**src/rtl/msfb_pkg.sv**
```systemverilog
package msfb_pkg;
  localparam logic [7:0] OP_READ = 8'h03;
  localparam logic [7:0] OP_WREN = 8'h06;
  localparam logic [7:0] OP_PROG = 8'h02;
  localparam logic [7:0] OP_STAT = 8'h05;
  localparam logic [1:0] WR_BLOCKED = 2'b01;

  typedef enum logic [1:0] {CMD_RD, CMD_WREN, CMD_PROG, CMD_POLL} cmdKind_t;

  typedef struct packed {
    logic       csAssert;
    logic       xferStart;
    logic [7:0] txByte;
    logic       capClear;
    logic       capLoad;
    logic [1:0] capLane;
  } dpCtrl_t;
endpackage

```
**src/rtl/msfb_datapath.sv**
```systemverilog
module msfb_datapath
  import msfb_pkg::*;
#(
  parameter int CLK_DIV = 4
) (
  input  logic        clk,
  input  logic        rstN,
  input  dpCtrl_t     ctrl,
  input  logic        flashMiso,
  output logic        xferDone,
  output logic [7:0]  rxByte,
  output logic [31:0] asmWord,
  output logic        flashCsN,
  output logic        flashSck,
  output logic        flashMosi
);
  localparam int DIV_W = (CLK_DIV > 1) ? $clog2(CLK_DIV) : 1;
  localparam logic [DIV_W-1:0] HALF_LAST = DIV_W'(CLK_DIV - 1);

  logic             active;
  logic [DIV_W-1:0] halfCnt;
  logic [2:0]       bitCnt;
  logic [7:0]       txSh;
  logic [7:0]       rxSh;

  assign rxByte = rxSh;

  // Mode-0 byte shifter: drive on falling edge, sample on rising edge
  always_ff @(posedge clk) begin
    if (!rstN) begin
      active    <= 1'b0;
      halfCnt   <= '0;
      bitCnt    <= '0;
      txSh      <= '0;
      rxSh      <= '0;
      flashSck  <= 1'b0;
      flashMosi <= 1'b0;
      flashCsN  <= 1'b1;
      xferDone  <= 1'b0;
    end else begin
      flashCsN <= !ctrl.csAssert;
      xferDone <= 1'b0;
      if (ctrl.xferStart) begin
        active    <= 1'b1;
        txSh      <= ctrl.txByte;
        flashMosi <= ctrl.txByte[7];
        halfCnt   <= '0;
        bitCnt    <= '0;
        flashSck  <= 1'b0;
      end else if (active) begin
        if (halfCnt == HALF_LAST) begin
          halfCnt <= '0;
          if (!flashSck) begin
            flashSck <= 1'b1;
            rxSh     <= {rxSh[6:0], flashMiso};
          end else begin
            flashSck <= 1'b0;
            if (bitCnt == 3'd7) begin
              active   <= 1'b0;
              xferDone <= 1'b1;
            end else begin
              bitCnt    <= bitCnt + 3'd1;
              txSh      <= {txSh[6:0], 1'b0};
              flashMosi <= txSh[6];
            end
          end
        end else begin
          halfCnt <= halfCnt + DIV_W'(1);
        end
      end
    end
  end

  // Word assembly from byte lanes
  always_ff @(posedge clk) begin
    if (!rstN) begin
      asmWord <= '0;
    end else if (ctrl.capClear) begin
      asmWord <= '0;
    end else if (ctrl.capLoad) begin
      asmWord[8*ctrl.capLane +: 8] <= rxSh;
    end
  end
endmodule

```
**src/rtl/msfb_control.sv**
```systemverilog
module msfb_control
  import msfb_pkg::*;
#(
  parameter int ADDR_W  = 32,
  parameter int WIN_AW  = 24,
  parameter int CLK_DIV = 4
) (
  input  logic              clk,
  input  logic              rstN,
  input  logic [ADDR_W-1:0] winBase,
  input  logic [1:0]        wrEnCode,
  input  logic              hostValid,
  input  logic              hostWrite,
  input  logic [ADDR_W-1:0] hostAddr,
  input  logic [1:0]        hostSize,
  input  logic [7:0]        hostWdata,
  input  logic              xferDone,
  input  logic [7:0]        rxByte,
  input  logic [31:0]       asmWord,
  output logic              respAck,
  output logic              respRetry,
  output logic [31:0]       respRdata,
  output logic              busy,
  output dpCtrl_t           ctrl
);
  localparam int GAP_CYC = 4 * CLK_DIV;
  localparam int GAP_W   = $clog2(GAP_CYC + 1);
  localparam logic [GAP_W-1:0] GAP_LAST = GAP_W'(GAP_CYC - 1);

  typedef enum logic [1:0] {S_IDLE, S_START, S_WAIT, S_GAP} state_t;

  state_t            state;
  cmdKind_t          cmd;
  logic [2:0]        byteIdx;
  logic [1:0]        rdLane, rdLast;
  logic [23:0]       baseOff;
  logic [7:0]        progData;
  logic [GAP_W-1:0]  gapCnt;
  logic              pollBusy;
  logic              readyValid;
  logic [ADDR_W-1:0] readyAddr;
  logic [1:0]        readySize;

  logic [ADDR_W-1:0] offset;
  logic              inWin, claimed, idle, readHit, startRead, startProg;
  logic [1:0]        sizeEff, nLast;
  logic [23:0]       flashAddr;
  logic [2:0]        lastIdx;
  logic [7:0]        txByte;

  // Host decode
  always_comb begin
    offset    = hostAddr - winBase;
    inWin     = (hostAddr >= winBase) && ((offset >> WIN_AW) == '0);
    claimed   = hostValid && inWin;
    idle      = (state == S_IDLE);
    sizeEff   = (hostSize == 2'd3) ? 2'd2 : hostSize;
    case (sizeEff)
      2'd0:    nLast = 2'd0;
      2'd1:    nLast = 2'd1;
      default: nLast = 2'd3;
    endcase
    readHit   = readyValid && (readyAddr == hostAddr) && (readySize == sizeEff);
    startRead = claimed && idle && !hostWrite && !readHit;
    startProg = claimed && idle && hostWrite && (hostSize == 2'd0) && (wrEnCode != WR_BLOCKED);
  end

  // Command byte selection
  always_comb begin
    flashAddr = baseOff + 24'(rdLane);
    case (cmd)
      CMD_WREN: lastIdx = 3'd0;
      CMD_POLL: lastIdx = 3'd1;
      default:  lastIdx = 3'd4;
    endcase
    txByte = 8'h00;
    if (byteIdx == 3'd0) begin
      case (cmd)
        CMD_RD:   txByte = OP_READ;
        CMD_WREN: txByte = OP_WREN;
        CMD_PROG: txByte = OP_PROG;
        default:  txByte = OP_STAT;
      endcase
    end else if (cmd == CMD_RD || cmd == CMD_PROG) begin
      case (byteIdx)
        3'd1:    txByte = flashAddr[23:16];
        3'd2:    txByte = flashAddr[15:8];
        3'd3:    txByte = flashAddr[7:0];
        default: txByte = (cmd == CMD_PROG) ? progData : 8'h00;
      endcase
    end
  end

  always_comb begin
    ctrl.csAssert  = (state == S_START) || (state == S_WAIT);
    ctrl.xferStart = (state == S_START);
    ctrl.txByte    = txByte;
    ctrl.capClear  = startRead;
    ctrl.capLoad   = (state == S_WAIT) && xferDone && (cmd == CMD_RD) && (byteIdx == 3'd4);
    ctrl.capLane   = rdLane;
  end

  always_ff @(posedge clk) begin
    if (!rstN) begin
      state      <= S_IDLE;
      cmd        <= CMD_RD;
      byteIdx    <= '0;
      rdLane     <= '0;
      rdLast     <= '0;
      baseOff    <= '0;
      progData   <= '0;
      gapCnt     <= '0;
      pollBusy   <= 1'b0;
      readyValid <= 1'b0;
      readyAddr  <= '0;
      readySize  <= '0;
      respAck    <= 1'b0;
      respRetry  <= 1'b0;
      respRdata  <= '0;
      busy       <= 1'b0;
    end else begin
      respAck   <= 1'b0;
      respRetry <= 1'b0;
      if (claimed) begin
        if (!idle) begin
          respRetry <= 1'b1;
        end else if (hostWrite) begin
          respAck    <= 1'b1;
          readyValid <= 1'b0;
          if (startProg) begin
            cmd      <= CMD_WREN;
            byteIdx  <= '0;
            rdLane   <= '0;
            baseOff  <= offset[23:0];
            progData <= hostWdata;
            busy     <= 1'b1;
            state    <= S_START;
          end
        end else if (readHit) begin
          respAck    <= 1'b1;
          respRdata  <= asmWord;
          readyValid <= 1'b0;
        end else begin
          respRetry  <= 1'b1;
          readyValid <= 1'b0;
          readyAddr  <= hostAddr;
          readySize  <= sizeEff;
          cmd        <= CMD_RD;
          byteIdx    <= '0;
          rdLane     <= '0;
          rdLast     <= nLast;
          baseOff    <= offset[23:0];
          state      <= S_START;
        end
      end

      case (state)
        S_START: state <= S_WAIT;
        S_WAIT: if (xferDone) begin
          if (cmd == CMD_POLL && byteIdx == 3'd1) pollBusy <= rxByte[0];
          if (byteIdx == lastIdx) begin
            gapCnt <= '0;
            state  <= S_GAP;
          end else begin
            byteIdx <= byteIdx + 3'd1;
            state   <= S_START;
          end
        end
        S_GAP: begin
          if (gapCnt == GAP_LAST) begin
            byteIdx <= '0;
            state   <= S_START;
            case (cmd)
              CMD_RD: begin
                if (rdLane == rdLast) begin
                  readyValid <= 1'b1;
                  state      <= S_IDLE;
                end else begin
                  rdLane <= rdLane + 2'd1;
                end
              end
              CMD_WREN: cmd <= CMD_PROG;
              CMD_PROG: cmd <= CMD_POLL;
              default: begin
                if (!pollBusy) begin
                  busy  <= 1'b0;
                  state <= S_IDLE;
                end
              end
            endcase
          end else begin
            gapCnt <= gapCnt + GAP_W'(1);
          end
        end
        default: ;
      endcase
    end
  end
endmodule

```
**src/rtl/msfb_bridge.sv**
```systemverilog
module msfb_bridge
  import msfb_pkg::*;
#(
  parameter int ADDR_W  = 32,
  parameter int WIN_AW  = 24,
  parameter int CLK_DIV = 4
) (
  input  logic              clk,
  input  logic              rstN,
  input  logic [ADDR_W-1:0] winBase,
  input  logic [1:0]        wrEnCode,
  input  logic              hostValid,
  input  logic              hostWrite,
  input  logic [ADDR_W-1:0] hostAddr,
  input  logic [1:0]        hostSize,
  input  logic [7:0]        hostWdata,
  output logic              respAck,
  output logic              respRetry,
  output logic [31:0]       respRdata,
  output logic              busy,
  output logic              flashCsN,
  output logic              flashSck,
  output logic              flashMosi,
  input  logic              flashMiso
);
  dpCtrl_t     ctrl;
  logic        xferDone;
  logic [7:0]  rxByte;
  logic [31:0] asmWord;

  msfb_control #(.ADDR_W(ADDR_W), .WIN_AW(WIN_AW), .CLK_DIV(CLK_DIV)) u_ctrl (
    .clk(clk), .rstN(rstN), .winBase(winBase), .wrEnCode(wrEnCode),
    .hostValid(hostValid), .hostWrite(hostWrite), .hostAddr(hostAddr),
    .hostSize(hostSize), .hostWdata(hostWdata), .xferDone(xferDone),
    .rxByte(rxByte), .asmWord(asmWord), .respAck(respAck),
    .respRetry(respRetry), .respRdata(respRdata), .busy(busy), .ctrl(ctrl)
  );

  msfb_datapath #(.CLK_DIV(CLK_DIV)) u_dp (
    .clk(clk), .rstN(rstN), .ctrl(ctrl), .flashMiso(flashMiso),
    .xferDone(xferDone), .rxByte(rxByte), .asmWord(asmWord),
    .flashCsN(flashCsN), .flashSck(flashSck), .flashMosi(flashMosi)
  );
endmodule

```
**config.mk**
```make
export PLATFORM = sky130hd
export DESIGN_NAME = msfb_bridge
export DESIGN_NICKNAME = d
export VERILOG_FILES = /design/src/rtl/msfb_pkg.sv /design/src/rtl/msfb_datapath.sv /design/src/rtl/msfb_control.sv /design/src/rtl/msfb_bridge.sv
export SDC_FILE = /design/constraint.sdc
export NUM_CORES = 1
export LEC_CHECK = 0
export CORE_MARGIN = 5
export CORE_UTILIZATION = 45
export CTS_CLUSTER_DIAMETER = 60
export DETAILED_ROUTE_END_ITERATION = 10
export GPL_TIMING_DRIVEN = 0
export PLACE_DENSITY = 0.63
export SYNTH_ARGS = -nofsm -noshare
export SYNTH_HDL_FRONTEND = slang
export SYNTH_SLANG_ARGS = --single-unit
```
**constraint.sdc**
```tcl
create_clock -name clk -period 8.2 [get_ports clk]
set_input_delay 1.23 -clock clk [delete_from_list [all_inputs] [get_ports clk]]
set_output_delay 1.23 -clock clk [all_outputs]
set_load 0.005 [all_outputs]
```
==> impl_metrics.ini, run 1 <==
[clock_network]
htreeDepth = 4
tritoncts = built
clk_pin_slew_ps = 80
cts_resized = 0
cts.sinks = 176
post-cts-setup-buffers = 0
cts_root_buf = clkbuf_16
clockBufferDepth = 2
numCtsBuffers = 17
clk_latency_ps = 440
cts_hold_buffers = 0

[setup_path]
reg2reg_slack_ps = 4980
arrival_ps = 5390
cp_max_fo = 10
critPathBufInv = 3
worstSetupPathType = primary input to flop
cpMostUsedCell = a21oi_1
crit_chain = clkdlybuf4s50_1 -> ha_1 -> a21oi_1 -> o21ai_0 -> a21oi_1 -> a41o_1 -> nor3_1 -> nor4b_2 -> nand3_4 -> buf_6 -> o21ai_1 -> buf_2 -> a21oi_1
reg2reg_depth = 10
crit_required_ps = 8530
slowest_stage = clkdlybuf4s50_1
endpoint_kind = flop
slowest_delay_ps = 530
cp.depth = 13
cpLargestDelayFamily = compound AO/OA/AOI/OAI gates
cp-start-kind = primary input

[routing]
wl_mm = 35.1
drt-vias-per-instance = 5.78
first_iter_violations = 872
dr.pass1.iters = 5
remaining_drc_errors = 0
wl_per_cell_um = 19.1
via_count = 10640
drt.antenna.violating_nets = 0

[flow_run]
maxCapViolCount = 0

[synth]
synth_most_common_cell = a21oi_1
synth_warnings = 0
synth_seq_area_share = 0.331
syn_avg_cell_area_sq_um = 7.74
synth_top_cell_area_share = 0.331
synthTopCellsByCount = 179 x a21oi_1, 176 x dfxtp_1, 152 x nand2_1
synthTopCellsByArea = dfxtp_1 33%, a21oi_1 8.4%, ha_1 6.7%
syn-cell-area_sq_um = 10600
ys_seq_elements = 176
async_reset_ff_frac = 0
synth_cells = 1374
ys_types = 73
synth_area_leader_cell = dfxtp_1
synth-edff-count = 0
synth_fp_nets = 1514
synth_flop_cell = dfxtp_1

[global_routing]
antenna_found_initial = 0
overflow = 0
track_usage = 0.258
grt_max_degree = 19
grt_pass1_vias = 9901
grt_pass1_wl_mm = 54.5

[timing]
worst_pin_slew_ps = 1180
setup_viol = 0
setup_slack_ps = 3140
finClkSkew_ps = 21.5
drv_slew = 0
min_period_over_period = 0.617
rsz0062_at_grt = false
finalCriticalPeriod_ps = 5060
slew_headroom = 0.209
max_freq_ghz = 0.198
hold_viol = 0
tns_ps = 0

[power_and_ir_drop]
p_clk_frac = 0.415
p_int_mw = 1.42
comb_power_share = 0.164
pwr-share-seq = 0.421
leakage_nw = 4.59
power_mw = 2.03
sw_frac_of_total = 0.298
peakVddDrop_uv = 107
power_density_nw_per_um2 = 158
p_sw_mw = 0.603

[placement]
pre_cts_slack_ps = 2790
io_buffers = 117
place_hpwl_mm = 27.3
dp.cells = 1810
gp_congestion = 0.944

[floorplanning]
start_util = 0.456
pin_count = 119
chipWidth_um = 164
rows = 56
fp.dieArea_sq_um = 26800
core_region_area_sq_um = 23300
dieHeight_um = 164

[hold_path]
whs_path_depth = 2
hold_class = flop to flop

[cells_and_area]
drive_gt1_frac = 0.0525
stdcell_count = 1842
layout.nets = 1650
area_delta_synth_final_pct = 20.5
diodes = 0

[run_status]
outcome = complete, no violations
[state kept, by name, indices dropped and copies added (netlist names), 2 cells and up]
signal,cells
u_ctrl.byteIdx,3
u_dp.halfCnt,2
u_dp.bitCnt,3
u_ctrl.rdLane,2
u_ctrl.gapCnt,5
u_dp.txSh,7
u_dp.rxByte,8
u_dp.asmWord,32
u_ctrl.baseOff,24
u_ctrl.respRdata,32
u_ctrl.readyAddr,32
u_ctrl.progData,8
u_ctrl.cmd,2
u_ctrl.state,2
u_ctrl.rdLast,2
u_ctrl.readySize,2
[power by group through the flow]
| stage | logic (mW) | registers (mW) | clock network, mW |
|---|---|---|---|
| 6_report | 0.333 | 0.855 | 0.841 |
| 3_3_place_gp | 0.324 | 0.875 | 0 |
| 2_1_floorplan | 0.204 | 0.875 | 0 |
| 5_1_grt | 0.359 | 0.855 | 0.889 |
| 4_1_cts | 0.327 | 0.855 | 0.851 |
| 3_5_place_dp | 0.325 | 0.875 | 0 |
[through the flow]
stage               utilization  hold slack (ps)  cell area (sq um)
CTS                       0.549              454              12800
floorplan                     -              432              10600
global route              0.549              461              12800
detailed placement        0.523              444              12200
finish                    0.549              455              12800
global placement          0.523              440              12200
[cell type report]
type                            instances  area [sq um]
Sequential cell                       176          3520
Inverter                               62           233
Timing Repair Buffer                  117          1170
Tap cell                              319           399
Fill cell                            2288         10500
Clock inverter                         13           164
Clock buffer                           19           443
Multi-Input combinational cell       1055          6510
Buffer                                 81           368
[tightest hold or removal path, cell delays in order (launching register included)]
cell	delay, ps
dfxtp_1	310
nand2_1	50
a21oi_1	50
[cell families (layout without fill, tap and decap cells)]
kind of cell | count (synthesis) | after routing | synth area share
simple gates | 488 | 488 | 0.229
compound gates | 397 | 397 | 0.216
flops | 176 | 176 | 0.331
buf+inv | 143 | 292 | 0.0565
xor+xnor | 83 | 83 | 0.0691
fa+ha+maj | 59 | 59 | 0.0709
mux | 28 | 28 | 0.0268
[layout by cell type, fill, tap and decap left out, drive strengths merged, types with 6 or more instances in the layout]
| master | count |
|---|---|
| o211ai | 8 |
| nor3b | 6 |
| xnor2 | 35 |
| nand3 | 103 |
| o22ai | 8 |
| a21oi | 184 |
| or2 | 6 |
| nor3 | 17 |
| and3 | 11 |
| nor4 | 14 |
| a21o | 7 |
| and2 | 8 |
| a31oi | 7 |
| inv | 69 |
| xor2 | 48 |
| dfxtp | 176 |
| nor2 | 67 |
| clkbuf | 76 |
| clkdlybuf4s50 | 117 |
| o221ai | 8 |
| ha | 57 |
| or3 | 8 |
| buf | 24 |
| o21a | 9 |
| mux2i | 24 |
| nand4 | 61 |
| nand2 | 152 |
| nand2b | 14 |
| o21ai | 126 |
[routing by layer]
layer  wire length (um)  vias to the layer above  global-route usage
met1              16600                     5050               0.371
met2              15900                      336               0.410
met4                651                        0              0.0629
li1                   -                     5212                   -
met3               1970                       42              0.0346
met5                  0                        -                   0
[path summary, 6_finish.rpt]
check,start,end
worst min register to register,u_dp.asmWord[4]$_SDFFE_PP0P_,u_dp.asmWord[4]$_SDFFE_PP0P_
worst max register to register,u_ctrl.readyAddr[30]$_SDFFE_PN0P_,u_ctrl.readyAddr[30]$_SDFFE_PN0P_
worst max-delay path,hostAddr[9],u_dp.asmWord[20]$_SDFFE_PP0P_
worst min-delay path,u_dp.asmWord[4]$_SDFFE_PP0P_,u_dp.asmWord[4]$_SDFFE_PP0P_
(Power assumes the default switching activity.)
==> run 2: changes to the inputs <==
PLACE_DENSITY = 0.66   (was 0.63)
clock period = 4.5 ns   (was 8.2 ns; I/O delays follow)
==> run 2 against run 1 <==
Register-to-register slack got worse by 3600 ps. Largest cell class unchanged. Clock skew about the same. Design area about the same. Final cell count unchanged. Power increased by 80%. Die area unchanged. Sequential power increased by 82%. Critical path type unchanged. Critical endpoint is now u_dp.asmWord[26]$_SDFFE_PP0P_. Global-route usage decreased by 0.23 points.
==> impl_metrics.ini, run 2 (synthesis gave the netlist of run 1 again) <==
[placement]
dp.cells = 1810
gp_congestion = 0.904
io_buffers = 117
placed_area_sq_um = 12200
place_hpwl_mm = 26.8

[cells_and_area]
fin_area_sq_um = 12800
area_delta_synth_final_pct = 20.5
final_common_cell = a21oi_1
drive_gt1_frac = 0.0545
most-common-layout-cells = 178 x a21oi_1, 176 x dfxtp_1, 152 x nand2_1
layout.nets = 1650
nFillCells = 2256
reg.largest.list = u_ctrl.readyAddr (32), u_ctrl.respRdata (32), u_dp.asmWord (32)
utilization = 0.549
stdcell_count = 1842
diodes = 0

[setup_path]
arrival_ps = 4640
worstSetupPathType = primary input to flop
slowest_stage = clkdlybuf4s50_1
cp_max_fo = 10
crit_chain = clkdlybuf4s50_1 -> ha_1 -> or3_1 -> nand3_1 -> a31oi_1 -> o211a_1 -> o31ai_1 -> xor2_1 -> nand3_4 -> buf_6 -> o21ai_1 -> buf_2 -> a21oi_1
cpLargestDelayFamily = compound AO/OA/AOI/OAI gates
critPathBufInv = 3
slowest_delay_ps = 630
cp-start-kind = primary input
endpoint_kind = flop
crit_required_ps = 4820

[global_routing]
grt_pass1_vias = 9894
grt_pass1_wl_mm = 54.2
overflow = 0
antenna_found_initial = 1
track_usage = 0.255
grt_max_degree = 19

[timing]
min_period_over_period = 0.959
hold_slack_ps = 457
rsz0062_at_grt = false
worst_pin_slew_ps = 1100
setup_viol = 0
hold_viol = 0
drv_slew = 0
max_freq_ghz = 0.232
slew_headroom = 0.258
finalCriticalPeriod_ps = 4320
finClkSkew_ps = 21.8

[floorplanning]
pin_count = 119
rows = 56
core_region_area_sq_um = 23300
chipWidth_um = 164
dieHeight_um = 164
start_util = 0.456
fp.dieArea_sq_um = 26800

[clock_network]
clk_pin_slew_ps = 80
cts.sinks = 176
htreeDepth = 4
clk_latency_ps = 440
numCtsBuffers = 17
tritoncts = built
clockBufferDepth = 2
cts_root_buf = clkbuf_16
cts_resized = 0
post-cts-setup-buffers = 0
cts_hold_buffers = 0

[routing]
drt-vias-per-instance = 5.74
wl_per_cell_um = 18.6
first_iter_violations = 997
wl_mm = 34.2
via_count = 10572
drt.antenna.violating_nets = 0
dr.pass1.iters = 5
remaining_drc_errors = 0

[hold_path]
hold_class = flop to flop

[run_status]
outcome = complete, no violations

[flow_run]
maxCapViolCount = 0

[power_and_ir_drop]
power_mw = 3.65
power_density_nw_per_um2 = 285
peakVddDrop_uv = 236
leakage_nw = 4.59
## run 2: worst paths after layout
path                                     startpoint                                to  slack (ps)  cells after the start
setup / recovery                        hostAddr[5]     u_dp.asmWord[26]$_SDFFE_PP0P_         180                     13
hold / removal        u_dp.asmWord[12]$_SDFFE_PP0P_     u_dp.asmWord[12]$_SDFFE_PP0P_         460                      2
setup reg to reg  u_ctrl.readyAddr[30]$_SDFFE_PN0P_  u_ctrl.respRdata[1]$_SDFFE_PN0P_        1340                     10
hold reg to reg       u_dp.asmWord[12]$_SDFFE_PP0P_     u_dp.asmWord[12]$_SDFFE_PP0P_         460                      2
## run 2: cell type report
cell class / count / area, sq um / share of cell area
multi-input cells: 1055 / 6520 / 0.509
flip-flops and latches: 176 / 3520 / 0.275
repair buffers: 117 / 1170 / 0.0915
clock buffers: 19 / 453 / 0.0354
well taps: 319 / 399 / 0.0312
plain buffers: 81 / 369 / 0.0288
inverters: 62 / 233 / 0.0182
clock inverters: 13 / 138 / 0.0107
## run 2: layer usage
layer,share of wire,vias to the layer above,global-route usage
li1,-,5203,-
met1,0.46,4947,0.364
met3,0.065,50,0.0419
met2,0.46,370,0.403
met5,0.00038,-,0
met4,0.018,2,0.0656
## run 2: power breakdown
part,switching [mW],internal (mW),total (mW)
logic,0.375,0.230,0.604
clock network,0.721,0.770,1.49
registers,0.000674,1.56,1.56
total,1.10,2.56,3.65
## run 2: per-stage QoR
stage | worst slack, ps | setup TNS, ps
after floorplan | 971 | 0
after global placement | -351 | -23710
after detailed placement | -407 | -26130
after CTS | 70.6 | 0
after global routing | 5.53 | 0
final | 184 | 0
## run 2: worst min-delay path: stages (launching register included)
cell	delay, ps
dfxtp_1	320
nand2_1	50
a21oi_1	50
